--- src/rtl/ppp_tx_pkg.sv ---
package ppp_tx_pkg;
    localparam int OCTET_W   = 8;
    localparam int FCS_MAX_W = 32;
    localparam int FCS_LO_W  = 16;

    localparam logic [OCTET_W-1:0] FLAG_OCT = 8'h7E;
    localparam logic [OCTET_W-1:0] ESC_OCT  = 8'h7D;
    localparam logic [OCTET_W-1:0] FLIP_OCT = 8'h20;

    localparam logic [FCS_LO_W-1:0]  POLY16_REFL = 16'h8408;
    localparam logic [FCS_MAX_W-1:0] POLY32_REFL = 32'hEDB88320;

    typedef enum logic [2:0] {
        S_IDLE,
        S_DATA,
        S_ESC2,
        S_FCS,
        S_ABT_ESC,
        S_ABT_FLAG,
        S_DROP
    } tx_state_t;

    function automatic logic needs_esc(logic [OCTET_W-1:0] b);
        return (b == FLAG_OCT) || (b == ESC_OCT);
    endfunction

    // one octet through the reflected CRC-16, bit 0 first
    function automatic logic [FCS_LO_W-1:0] crc16_step(logic [FCS_LO_W-1:0] c,
                                                       logic [OCTET_W-1:0]  d);
        logic [FCS_LO_W-1:0] r;
        r = c;
        for (int i = 0; i < OCTET_W; i++) begin
            if (r[0] ^ d[i]) r = (r >> 1) ^ POLY16_REFL;
            else             r = r >> 1;
        end
        return r;
    endfunction

    // one octet through the reflected CRC-32, bit 0 first
    function automatic logic [FCS_MAX_W-1:0] crc32_step(logic [FCS_MAX_W-1:0] c,
                                                        logic [OCTET_W-1:0]   d);
        logic [FCS_MAX_W-1:0] r;
        r = c;
        for (int i = 0; i < OCTET_W; i++) begin
            if (r[0] ^ d[i]) r = (r >> 1) ^ POLY32_REFL;
            else             r = r >> 1;
        end
        return r;
    endfunction
endpackage

--- src/rtl/ppp_fcs_gen.sv ---
module ppp_fcs_gen
    import ppp_tx_pkg::*;
#(
    parameter int FCS_W = FCS_MAX_W,
    parameter int DW    = OCTET_W
) (
    input  logic             clk,
    input  logic             rst_n,
    input  logic             mode32,
    input  logic             init,
    input  logic             upd,
    input  logic [DW-1:0]    din,
    output logic [FCS_W-1:0] fcs_out
);
    localparam int LO_W = FCS_W / 2;

    logic [FCS_W-1:0] crc_q;
    logic [FCS_W-1:0] crc_d;

    always_comb begin
        crc_d = crc_q;
        if (init) begin
            crc_d = '1;
        end else if (upd) begin
            if (mode32) crc_d = crc32_step(crc_q, din);
            else        crc_d = {crc_q[FCS_W-1:LO_W], crc16_step(crc_q[LO_W-1:0], din)};
        end
    end

    always_ff @(posedge clk or negedge rst_n) begin
        if (!rst_n) crc_q <= '1;
        else        crc_q <= crc_d;
    end

    // complemented residue, narrow mode zero-extended
    assign fcs_out = mode32 ? ~crc_q : {{(FCS_W-LO_W){1'b0}}, ~crc_q[LO_W-1:0]};

    // the check value only moves on a preset or an accepted octet
    a_r1_fcs_hold: assert property (@(posedge clk) disable iff (!rst_n)
        (!init && !upd) |=> $stable(fcs_out))
        else $error("a_r1_fcs_hold");
endmodule

--- src/rtl/ppp_tx_fsm.sv ---
module ppp_tx_fsm
    import ppp_tx_pkg::*;
#(
    parameter int DW    = OCTET_W,
    parameter int FCS_W = FCS_MAX_W
) (
    input  logic             clk,
    input  logic             rst_n,
    input  logic             crc32_sel,
    input  logic             in_valid,
    input  logic [DW-1:0]    in_data,
    input  logic             in_sop,
    input  logic             in_eop,
    input  logic             in_err,
    output logic             in_ready,
    input  logic             out_en,
    output logic [DW-1:0]    out_data,
    output logic             ev_good,
    output logic             ev_error,
    output logic             ev_underflow,
    output logic             mode_q,
    output logic             crc_init,
    output logic             crc_upd,
    input  logic [FCS_W-1:0] fcs_in
);
    localparam int FCS_BYTES = FCS_W / DW;
    localparam int IDX_W     = $clog2(FCS_BYTES);
    localparam logic [IDX_W-1:0] LAST_WIDE   = IDX_W'(FCS_BYTES - 1);
    localparam logic [IDX_W-1:0] LAST_NARROW = IDX_W'(FCS_BYTES / 2 - 1);

    tx_state_t         state_q, state_d;
    tx_state_t         ret_q, ret_d;
    logic [DW-1:0]     esc_q, esc_d;
    logic [IDX_W-1:0]  idx_q, idx_d;
    logic              drop_q, drop_d;
    logic              mode_d;
    logic              good_q, good_d;
    logic              err_q, err_d;
    logic              und_q, und_d;

    logic [FCS_W-1:0]  fcs_shift;
    logic [DW-1:0]     fcs_byte;
    logic              fcs_last;
    tx_state_t         after_data;

    assign fcs_shift = fcs_in >> {idx_q, 3'b000};
    assign fcs_byte  = fcs_shift[DW-1:0];
    assign fcs_last  = (idx_q == (mode_q ? LAST_WIDE : LAST_NARROW));
    assign after_data = !in_eop ? S_DATA : (in_err ? S_ABT_ESC : S_FCS);

    // state register
    always_ff @(posedge clk or negedge rst_n) begin
        if (!rst_n) begin
            state_q <= S_IDLE;
            ret_q   <= S_IDLE;
            esc_q   <= '0;
            idx_q   <= '0;
            drop_q  <= 1'b0;
            mode_q  <= 1'b0;
            good_q  <= 1'b0;
            err_q   <= 1'b0;
            und_q   <= 1'b0;
        end else begin
            state_q <= state_d;
            ret_q   <= ret_d;
            esc_q   <= esc_d;
            idx_q   <= idx_d;
            drop_q  <= drop_d;
            mode_q  <= mode_d;
            good_q  <= good_d;
            err_q   <= err_d;
            und_q   <= und_d;
        end
    end

    // transitions
    always_comb begin
        state_d = state_q;
        ret_d   = ret_q;
        esc_d   = esc_q;
        idx_d   = idx_q;
        drop_d  = drop_q;
        mode_d  = mode_q;
        good_d  = 1'b0;
        err_d   = 1'b0;
        und_d   = 1'b0;
        unique case (state_q)
            S_IDLE: begin
                mode_d = crc32_sel;
                idx_d  = '0;
                if (out_en && in_valid && in_sop) state_d = S_DATA;
            end
            S_DATA: begin
                if (out_en) begin
                    if (in_valid) begin
                        idx_d  = '0;
                        good_d = in_eop && !in_err;
                        err_d  = in_eop && in_err;
                        if (needs_esc(in_data)) begin
                            esc_d   = in_data ^ FLIP_OCT;
                            ret_d   = after_data;
                            state_d = S_ESC2;
                        end else begin
                            state_d = after_data;
                        end
                    end else begin
                        und_d   = 1'b1;
                        drop_d  = 1'b1;
                        state_d = S_ABT_FLAG;
                    end
                end
            end
            S_ESC2: begin
                if (out_en) state_d = ret_q;
            end
            S_FCS: begin
                if (out_en) begin
                    idx_d = idx_q + 1'b1;
                    if (needs_esc(fcs_byte)) begin
                        esc_d   = fcs_byte ^ FLIP_OCT;
                        ret_d   = fcs_last ? S_IDLE : S_FCS;
                        state_d = S_ESC2;
                    end else begin
                        state_d = fcs_last ? S_IDLE : S_FCS;
                    end
                end
            end
            S_ABT_ESC: begin
                if (out_en) begin
                    drop_d  = 1'b0;
                    state_d = S_ABT_FLAG;
                end
            end
            S_ABT_FLAG: begin
                if (out_en) state_d = drop_q ? S_DROP : S_IDLE;
            end
            S_DROP: begin
                if (in_valid && in_eop) state_d = S_IDLE;
            end
        endcase
    end

    // outputs
    always_comb begin
        out_data = FLAG_OCT;
        in_ready = 1'b0;
        crc_init = 1'b0;
        crc_upd  = 1'b0;
        unique case (state_q)
            S_IDLE: begin
                crc_init = 1'b1;
            end
            S_DATA: begin
                in_ready = out_en;
                crc_upd  = out_en && in_valid;
                if (!in_valid)              out_data = ESC_OCT;
                else if (needs_esc(in_data)) out_data = ESC_OCT;
                else                         out_data = in_data;
            end
            S_ESC2: begin
                out_data = esc_q;
            end
            S_FCS: begin
                out_data = needs_esc(fcs_byte) ? ESC_OCT : fcs_byte;
            end
            S_ABT_ESC: begin
                out_data = ESC_OCT;
            end
            S_ABT_FLAG: begin
                out_data = FLAG_OCT;
            end
            S_DROP: begin
                in_ready = 1'b1;
                crc_init = 1'b1;
            end
        endcase
    end

    assign ev_good      = good_q;
    assign ev_error     = err_q;
    assign ev_underflow = und_q;

    // an escaped payload octet holds the input off for one cycle
    a_r6_escape_backpressure: assert property (@(posedge clk) disable iff (!rst_n)
        (state_q == S_DATA && out_en && in_valid && needs_esc(in_data)) |=> !in_ready)
        else $error("a_r6_escape_backpressure");

    // the second escape byte is never a special octet
    a_r2_second_byte_plain: assert property (@(posedge clk) disable iff (!rst_n)
        (state_q == S_ESC2) |-> !needs_esc(out_data))
        else $error("a_r2_second_byte_plain");

    // error strobe follows an accepted end octet carrying the error marker
    a_r7_error_event: assert property (@(posedge clk) disable iff (!rst_n)
        ev_error |-> $past(in_valid && in_ready && in_eop && in_err))
        else $error("a_r7_error_event");

    // good strobe follows an accepted clean end octet
    a_r10_good_event: assert property (@(posedge clk) disable iff (!rst_n)
        ev_good |-> $past(in_valid && in_ready && in_eop && !in_err))
        else $error("a_r10_good_event");

    // underflow strobe follows an escape octet sent on an empty input
    a_r8_underflow_event: assert property (@(posedge clk) disable iff (!rst_n)
        ev_underflow |-> $past(out_en && !in_valid && out_data == ESC_OCT))
        else $error("a_r8_underflow_event");

    // strobes are exclusive
    a_r10_one_event: assert property (@(posedge clk) disable iff (!rst_n)
        $onehot0({ev_good, ev_error, ev_underflow}))
        else $error("a_r10_one_event");

    // without out_en the machine does not advance, except while discarding
    a_r5_hold_when_stalled: assert property (@(posedge clk) disable iff (!rst_n)
        (!out_en && state_q != S_DROP) |=> $stable(state_q))
        else $error("a_r5_hold_when_stalled");
endmodule

--- src/rtl/ppp_tx_framer.sv ---
module ppp_tx_framer
    import ppp_tx_pkg::*;
#(
    parameter int DW    = OCTET_W,
    parameter int FCS_W = FCS_MAX_W
) (
    input  logic          clk,
    input  logic          rst_n,
    input  logic          crc32_sel,
    input  logic          in_valid,
    input  logic [DW-1:0] in_data,
    input  logic          in_sop,
    input  logic          in_eop,
    input  logic          in_err,
    output logic          in_ready,
    input  logic          out_en,
    output logic [DW-1:0] out_data,
    output logic          ev_good,
    output logic          ev_error,
    output logic          ev_underflow
);
    logic             mode32;
    logic             crc_init;
    logic             crc_upd;
    logic [FCS_W-1:0] fcs_val;

    ppp_tx_fsm #(.DW(DW), .FCS_W(FCS_W)) u_fsm (
        .clk          (clk),
        .rst_n        (rst_n),
        .crc32_sel    (crc32_sel),
        .in_valid     (in_valid),
        .in_data      (in_data),
        .in_sop       (in_sop),
        .in_eop       (in_eop),
        .in_err       (in_err),
        .in_ready     (in_ready),
        .out_en       (out_en),
        .out_data     (out_data),
        .ev_good      (ev_good),
        .ev_error     (ev_error),
        .ev_underflow (ev_underflow),
        .mode_q       (mode32),
        .crc_init     (crc_init),
        .crc_upd      (crc_upd),
        .fcs_in       (fcs_val)
    );

    ppp_fcs_gen #(.FCS_W(FCS_W), .DW(DW)) u_fcs (
        .clk     (clk),
        .rst_n   (rst_n),
        .mode32  (mode32),
        .init    (crc_init),
        .upd     (crc_upd),
        .din     (in_data),
        .fcs_out (fcs_val)
    );
endmodule

--- config.mk ---
export PLATFORM = sky130hd
export DESIGN_NAME = ppp_tx_framer
export DESIGN_NICKNAME = d
export VERILOG_FILES = /design/src/rtl/ppp_tx_pkg.sv /design/src/rtl/ppp_fcs_gen.sv /design/src/rtl/ppp_tx_fsm.sv /design/src/rtl/ppp_tx_framer.sv
export SDC_FILE = /design/constraint.sdc
export NUM_CORES = 1
export LEC_CHECK = 0
export BUFFER_PORTS_ARGS = -buffer_cell sky130_fd_sc_hd__buf_2
export CAP_MARGIN = 20
export CORE_ASPECT_RATIO = 2
export CORE_MARGIN = 2
export CORE_UTILIZATION = 56
export CTS_BUF_LIST = sky130_fd_sc_hd__clkbuf_16
export CTS_CLUSTER_SIZE = 14
export DETAILED_ROUTE_END_ITERATION = 6
export PLACE_DENSITY_LB_ADDON = 0.2
export SLEW_MARGIN = 0
export SYNTH_ARGS = -nofsm -noshare
export SYNTH_HDL_FRONTEND = slang
export SYNTH_HIERARCHICAL = 1
export SYNTH_SLANG_ARGS = --single-unit
--- constraint.sdc ---
create_clock -name clk -period 2.6 [get_ports clk]
set_input_delay 0.13 -clock clk [delete_from_list [all_inputs] [get_ports clk]]
set_output_delay 0.13 -clock clk [all_outputs]
set_load 0.1 [all_outputs]
* Yosys cells after proc, flatten, opt, wreduce, memory -nomap -nowiden
Cells that the tools add are included.
** Cells by class
- Muxes and demuxes :: 114
- Reductions and logical operators :: 20
- Div/mod/pow operators :: 0
- $lt $le $gt $ge :: 0
- $add $sub $neg :: 1
- Bitwise operators :: 35
- Eq/ne operators :: 22
- Shift operators :: 1
- Multipliers :: 0
** Operator list (count)
- $mux 32 :: 33
- $mux 16 :: 29
- $not 13->14 :: 8
- $mux 8 :: 8
- $mux 3 :: 18
- $eq 8x7->1 const B :: 4
- $not 32->32 :: 1
- $pmux 8 s4 :: 1
- $shr 32x5->8 :: 1
- $not 2->3 :: 8
- $pmux 3 s7 :: 1
- $not 16->16 :: 1
- $pmux 8 s2 :: 1
- $xor 1x1->1 :: 15
- $mux 1 :: 14
- $ne 2x2->1 const B :: 7
- $mux 2 :: 5
- $eq 3x3->1 const B :: 3
- $ne 2x1->1 const B :: 4
- $reduce_and 4->1 :: 2
- $reduce_bool 2->1 :: 4
- $reduce_and 7->1 :: 1
- $eq 3x2->1 const B :: 2
- $pmux 2 s3 :: 1
- 14 further kinds :: 21
** Word-level totals
- RAM bits :: 0
- ROM bits :: 0
- Memories kept :: 0
- Input port bits :: 16
- Flip-flop bits (word level) :: 53
- Logic and storage cells :: 204
- Output and inout port bits :: 12
- Latch bits :: 0

* Logic depth before layout (Yosys ltp)
- Word-level depth :: 40
- Mapped depth :: 10

* By module
Netlist, hierarchy kept.
** Modules (own cells, without submodules)
- ppp_fcs_gen :: sequential area each 840.8 sq um, instances 1, cells an instance 251, area an instance 2446.1 sq um
- ppp_tx_fsm :: sequential area each 525.5 sq um, instances 1, cells an instance 178, area an instance 1649.1 sq um

* Worst setup path after synthesis
OpenSTA, ideal clock, no wires.
- Path kind :: flip-flop to output port
- Start :: register u_fsm.mode_q
- End :: output out_data[1]
- Stages on the path, launching flop included :: 9
- Data arrival time :: 3563 ps
- Buffers on the path :: 3
- Path slack :: -1093 ps
- Cell sequence :: dfrtp_1 > clkbuf_1 > buf_1 > clkbuf_1 > nor2b_1 > mux4_1 > xnor2_1 > nor3_4 > o221ai_1
** Between the ends
- Longest elaborated chain between the ends :: 6
** RTL lines
- from (decl) :: line ppp_tx_fsm.sv:21 : output logic mode_q,
- from (signal assigned) :: line ppp_tx_fsm.sv:69 : mode_q <= mode_d;
- $mux 32 * :: line ppp_fcs_gen.sv:36 : assign fcs_out = mode32 ? ~crc_q : {{(FCS_W-LO_W){1'b0}}, ~crc_q[LO_W-1:0]};
- via fcs_val[17] :: line ppp_tx_framer.sv:25 : logic [FCS_W-1:0] fcs_val;
- $shr 32x5->8 * :: line ppp_tx_fsm.sv:46 : assign fcs_shift = fcs_in >> {idx_q, 3'b000};
- $eq 8x7->1 :: line ppp_tx_pkg.sv:24 : return (b == FLAG_OCT) || (b == ESC_OCT);
- $logic_or 1x1->1 :: line ppp_tx_pkg.sv:24
- $mux 8 * :: line ppp_tx_fsm.sv:164 : out_data = needs_esc(fcs_byte) ? ESC_OCT : fcs_byte;
- $pmux 8 s4 * :: line ppp_tx_fsm.sv:149 : unique case (state_q)
- to (decl) :: line ppp_tx_framer.sv:17 : output logic [DW-1:0] out_data,
Mark *: on every way through the listed nets, which the timed path passes. The rest lies on a longest branch.

* Final worst setup path
- Start :: register u_fcs.crc_q[31]
- End :: output out_data[0]
** Between the ends
- Longest elaborated chain between the ends :: 7
** RTL lines
- from (decl) :: line ppp_fcs_gen.sv:17 : logic [FCS_W-1:0] crc_q;
- from (signal assigned) :: line ppp_fcs_gen.sv:32 : else crc_q <= crc_d;
- $not 32->32 * :: line ppp_fcs_gen.sv:36
- $mux 32 * :: line ppp_fcs_gen.sv:36
- via fcs_val[31] :: line ppp_tx_framer.sv:25
- $shr 32x5->8 * :: line ppp_tx_fsm.sv:46
- $eq 8x7->1 :: line ppp_tx_pkg.sv:24
- $logic_or 1x1->1 * :: line ppp_tx_pkg.sv:24
- $mux 8 * :: line ppp_tx_fsm.sv:164
- $pmux 8 s4 * :: line ppp_tx_fsm.sv:149
Marked as above.

==> report_table.html <==
<table>
<tr><th>Metric</th><th>Value</th></tr>
<tr><th colspan="2">Worst setup path</th></tr>
<tr><td>Number of cells on the worst reg-to-reg path</td><td>8</td></tr>
<tr><td>Endpoint required time on the critical path</td><td>2.47 ns</td></tr>
<tr><td>Element type at the critical path start</td><td>flop</td></tr>
<tr><td>Critical path fanouts, max</td><td>4</td></tr>
<tr><td>Setup crit end kind</td><td>output pin</td></tr>
<tr><td>Worst reg2reg startpoint</td><td>u_fsm/mode_q</td></tr>
<tr><td>R2r endpoint</td><td>u_fsm/ret_q[0]</td></tr>
<tr><td>Worst setup slack for register-to-register paths</td><td>0.20 ns</td></tr>
<tr><td>Setup Crit Path Kind</td><td>reg2out</td></tr>
<tr><td>CP arrival</td><td>2.42 ns</td></tr>
<tr><th colspan="2">Timing</th></tr>
<tr><td>Final WS setup</td><td>0.0485 ns</td></tr>
<tr><td>Final Skew</td><td>0.00728 ns</td></tr>
<tr><td>Maximum clock frequency</td><td>0.392 GHz</td></tr>
<tr><td>Pin slew with the least headroom to its limit</td><td>0.913 ns</td></tr>
<tr><td>Min Clock Period, post-route</td><td>2.55 ns</td></tr>
<tr><td>Final sum of negative setup slack</td><td>0 ns</td></tr>
<tr><td>Relative slew margins</td><td>39.1%</td></tr>
<tr><td>Final hold viol count</td><td>8</td></tr>
<tr><td>Final period util</td><td>98.1%</td></tr>
<tr><td>Final count of pins violating max slew</td><td>0</td></tr>
<tr><td>Final setup violation count</td><td>0</td></tr>
<tr><td>Fin Hold WS</td><td>-0.0273 ns</td></tr>
<tr><th colspan="2">CTS</th></tr>
<tr><td>Max Root-Sink Buffers</td><td>2</td></tr>
<tr><td>Clock latency reported for the late side of the worst-skew pair</td><td>0.30 ns</td></tr>
<tr><td>Buffer type at the clock tree root</td><td>sky130_fd_sc_hd__clkbuf_16</td></tr>
<tr><td>Hold buffer count at cts</td><td>0</td></tr>
<tr><td>CTS tree</td><td>done</td></tr>
<tr><td>Cts bufs inserted</td><td>5</td></tr>
<tr><td>Sink Count</td><td>53</td></tr>
<tr><td>CTS clk-pin slew, worst paths</td><td>0.07 ns</td></tr>
<tr><td>H-tree depth</td><td>2</td></tr>
<tr><th colspan="2">Synth</th></tr>
<tr><td>Synth Instances</td><td>429</td></tr>
<tr><td>Number of enable-type register cells in the synthesized netlist</td><td>0</td></tr>
<tr><td>Top FF cell, synth</td><td>sky130_fd_sc_hd__dfstp_2</td></tr>
<tr><td>Sequential cell area fraction in the yosys report</td><td>33.4%</td></tr>
<tr><td>Fraction of registers with async set or reset after synthesis</td><td>100%</td></tr>
<tr><td>Combined area of all synthesized cells</td><td>0.00410 sq mm</td></tr>
<tr><td>Synthesized area divided by synthesized cell count</td><td>9.55 sq um</td></tr>
<tr><td>Total number of yosys warnings</td><td>6</td></tr>
<tr><td>Yosys cell types</td><td>62</td></tr>
<tr><td>Post-synth net total</td><td>445</td></tr>
<tr><td>Synthesized flop and latch total</td><td>53</td></tr>
<tr><th colspan="2">Power and ir drop</th></tr>
<tr><td>Leakage Power</td><td>2.04 nW</td></tr>
<tr><td>Worst vdd ir</td><td>0.819 mV</td></tr>
<tr><td>Pwr dens</td><td>1540 mW/mm^2</td></tr>
<tr><td>Overall power</td><td>7.22 mW</td></tr>
<tr><th colspan="2">Detailed routing</th></tr>
<tr><td>Post-route DRC violation count</td><td>0</td></tr>
<tr><td>Number of nets still failing antenna checks after routing</td><td>0</td></tr>
<tr><td>Ratio of routed vias to standard cells</td><td>6.06</td></tr>
<tr><td>DR pass1 iterations</td><td>5</td></tr>
<tr><td>DRC violation total after the first TritonRoute iteration</td><td>419</td></tr>
<tr><td>Detailed-route via count</td><td>3374</td></tr>
<tr><td>Post-detailed-route wirelength per cell</td><td>19.2 um</td></tr>
<tr><td>Detailed Route WL</td><td>10700 um</td></tr>
<tr><th colspan="2">Cells and area</th></tr>
<tr><td>Most common library cell in the layout ignoring fill and taps</td><td>sky130_fd_sc_hd__xnor2_1</td></tr>
<tr><td>Layout Utilization</td><td>65.4%</td></tr>
<tr><td>Top library cells by usage in the layout, fill and taps aside</td><td>sky130_fd_sc_hd__xnor2_1 (44), sky130_fd_sc_hd__a21oi_1 (35), sky130_fd_sc_hd__dfstp_2 (32), sky130_fd_sc_hd__nand2_1 (28), sky130_fd_sc_hd__nor2_1 (28)</td></tr>
<tr><td>Antenna cell count</td><td>0</td></tr>
<tr><td>Fraction of final layout cells sized beyond drive strength 1</td><td>29.2%</td></tr>
<tr><td>Net count of the finished layout</td><td>480</td></tr>
<tr><td>Area growth from synthesis to final layout</td><td>14.3%</td></tr>
<tr><th colspan="2">Floorplanning</th></tr>
<tr><td>Area enclosed by the die boundary</td><td>0.00805 sq mm</td></tr>
<tr><td>Std-Cell Rows</td><td>44</td></tr>
<tr><td>Initial cell density of the core</td><td>57.2%</td></tr>
<tr><td>Die outline width</td><td>64.5 um</td></tr>
<tr><td>Die extent in y</td><td>125 um</td></tr>
<tr><td>Number of top-level design ports</td><td>28</td></tr>
<tr><td>Floorplan core area</td><td>0.00716 sq mm</td></tr>
<tr><th colspan="2">Status</th></tr>
<tr><td>Failing checks</td><td>hold timing</td></tr>
<tr><td>Status</td><td>complete, but fails checks</td></tr>
<tr><th colspan="2">Global routing</th></tr>
<tr><td>First-pass GRT wire length</td><td>17000 um</td></tr>
<tr><td>Pin count of the biggest net entering global routing</td><td>41</td></tr>
<tr><td>Total track usage</td><td>27.6%</td></tr>
<tr><td>GRT overflow</td><td>0</td></tr>
<tr><td>Number of antenna violations at the first check in global routing</td><td>0</td></tr>
<tr><td>Via count of the first global-routing pass</td><td>3320</td></tr>
<tr><th colspan="2">Place</th></tr>
<tr><td>Post-Place Worst Slack</td><td>0.106 ns</td></tr>
<tr><td>Global placer's final weighted congestion</td><td>0.942</td></tr>
<tr><td>Total half-perimeter wirelength after legalization and detailed placement</td><td>7830 um</td></tr>
<tr><td>Count of input and output buffers</td><td>27</td></tr>
<tr><th colspan="2">Run</th></tr>
<tr><td>Maximum Capacitance Violations</td><td>0</td></tr>
<tr><th colspan="2">Worst hold path</th></tr>
<tr><td>Path category of the worst min-delay check</td><td>in2async</td></tr>
</table>
-- where the power goes --
part	total (mW)	internal, mW	switching, mW
Clock	0.749	0.448	0.301
Combinational	4.92	2.17	2.75
Sequential	1.55	1.21	0.343
-- through the flow --
step / instance area (sq um) / std cells
2_1_floorplan: 4140 / 429
3_3_place_gp: 4440 / 540
3_5_place_dp: 4440 / 540
4_1_cts: 4610 / 548
5_1_grt: 4680 / 557
6_report: 4680 / 557
-- critical path, stage by stage, from the launching register on --
cell and delay [ns]:
sky130_fd_sc_hd__dfstp_2 0.57, sky130_fd_sc_hd__nor2b_1 0.06, sky130_fd_sc_hd__mux4_2 0.49, sky130_fd_sc_hd__nand4b_4 0.20, sky130_fd_sc_hd__nor3_4 0.20, sky130_fd_sc_hd__buf_6 0.13
sky130_fd_sc_hd__nand2_1 0.05, sky130_fd_sc_hd__o211ai_1 0.15, sky130_fd_sc_hd__clkbuf_16 0.27
-- sequential cells by signal (all words and copies together), names as in the netlist, 2 cells and up --
register	flops
u_fsm/ret_q	3
u_fsm/state_q	3
u_fcs/crc_q	32
u_fsm/esc_q	8
u_fsm/idx_q	2
-- routing by layer --
| layer | share of wire [%] | vias to the layer above | track usage (%) |
|---|---|---|---|
| li1 | - | 1544 | - |
| met1 | 39 | 1655 | 35.2 |
| met2 | 50 | 143 | 45.6 |
| met3 | 5.9 | 32 | 3.60 |
| met4 | 4.3 | 0 | 13.3 |
| met5 | 0 | - | 0 |
-- area by class of cell --
type | count | area [sq um]
clock inverters | 3 | 37.5
clock buffers | 5 | 125
inverters | 23 | 86.3
repair buffers | 56 | 419
flip-flops and latches | 53 | 1370
well taps | 92 | 115
multi-input cells | 325 | 2530
fillers | 606 | 2480
-- timing repair --
item	CTS	global route
setup buffers	0	9
pin swaps	0	2
resized for setup	1	4
endpoints found under the setup margin	3	3
cloned	0	0
-- cell families after synthesis --
logic type,after synthesis,synth area share [%]
AND/OR/NAND/NOR,132,17.4
AO/OA/AOI/OAI,93,13.9
XOR/XNOR,76,21.1
flip-flops,53,33.4
buffers and inverters,51,5.29
multiplexers,24,8.98
-- synthesized netlist by cell type, types with 2 or more instances --
cell type | number | area [sq um]
sky130_fd_sc_hd__xnor2_4 | 5 | 138
sky130_fd_sc_hd__nand4b_1 | 2 | 17.5
sky130_fd_sc_hd__mux2_1 | 3 | 33.8
sky130_fd_sc_hd__a211o_1 | 8 | 70.1
sky130_fd_sc_hd__o21ai_1 | 8 | 40.0
sky130_fd_sc_hd__a311o_1 | 3 | 30.0
sky130_fd_sc_hd__o22ai_1 | 2 | 12.5
sky130_fd_sc_hd__mux4_1 | 2 | 52.6
sky130_fd_sc_hd__or2_1 | 4 | 25.0
sky130_fd_sc_hd__and2_1 | 4 | 25.0
sky130_fd_sc_hd__or2_2 | 3 | 18.8
sky130_fd_sc_hd__nand4_1 | 2 | 12.5
sky130_fd_sc_hd__o211ai_1 | 2 | 15.0
sky130_fd_sc_hd__inv_2 | 3 | 11.3
sky130_fd_sc_hd__nor2_1 | 28 | 105
sky130_fd_sc_hd__o21ai_0 | 19 | 95.1
sky130_fd_sc_hd__dfrtp_1 | 21 | 526
sky130_fd_sc_hd__a32oi_1 | 2 | 17.5
sky130_fd_sc_hd__mux2i_1 | 9 | 90.1
sky130_fd_sc_hd__mux2_4 | 3 | 45.0
sky130_fd_sc_hd__mux4_2 | 6 | 135
sky130_fd_sc_hd__nor3_1 | 17 | 85.1
sky130_fd_sc_hd__clkbuf_1 | 19 | 71.3
sky130_fd_sc_hd__buf_2 | 2 | 10.0
sky130_fd_sc_hd__buf_1 | 3 | 11.3
sky130_fd_sc_hd__xnor3_1 | 2 | 45.0
sky130_fd_sc_hd__buf_6 | 2 | 22.5
sky130_fd_sc_hd__nor2b_1 | 22 | 138
sky130_fd_sc_hd__nand2b_1 | 8 | 50.1
sky130_fd_sc_hd__o221ai_1 | 2 | 17.5
sky130_fd_sc_hd__nand3_1 | 3 | 15.0
sky130_fd_sc_hd__a21oi_1 | 35 | 175
sky130_fd_sc_hd__xnor2_1 | 45 | 394
sky130_fd_sc_hd__a31oi_1 | 2 | 12.5
sky130_fd_sc_hd__xnor2_2 | 8 | 130
sky130_fd_sc_hd__nand2_1 | 28 | 105
sky130_fd_sc_hd__xor2_1 | 15 | 131
sky130_fd_sc_hd__nor4_1 | 3 | 18.8
sky130_fd_sc_hd__inv_1 | 20 | 75.1
sky130_fd_sc_hd__dfstp_2 | 32 | 841
-- worst max-delay path by stage --
| stage | cells after the start | from | end | slack (ns) |
|---|---|---|---|---|
| 5_1_grt | 8 | u_fcs/crc_q[31] | out_data[0] | -0.006 |
| 6_report | 8 | u_fcs/crc_q[31] | out_data[0] | 0.05 |
| 4_1_cts | 8 | u_fsm/mode_q | out_data[0] | 0.002 |
| 3_5_place_dp | 8 | u_fsm/mode_q | u_fsm/ret_q[0] | 0.11 |
| 2_1_floorplan | 9 | u_fsm/mode_q | out_data[0] | -0.33 |
| 3_3_place_gp | 8 | u_fsm/mode_q | u_fsm/ret_q[0] | 0.18 |
Note: power is estimated with default switching activity, not from simulation.
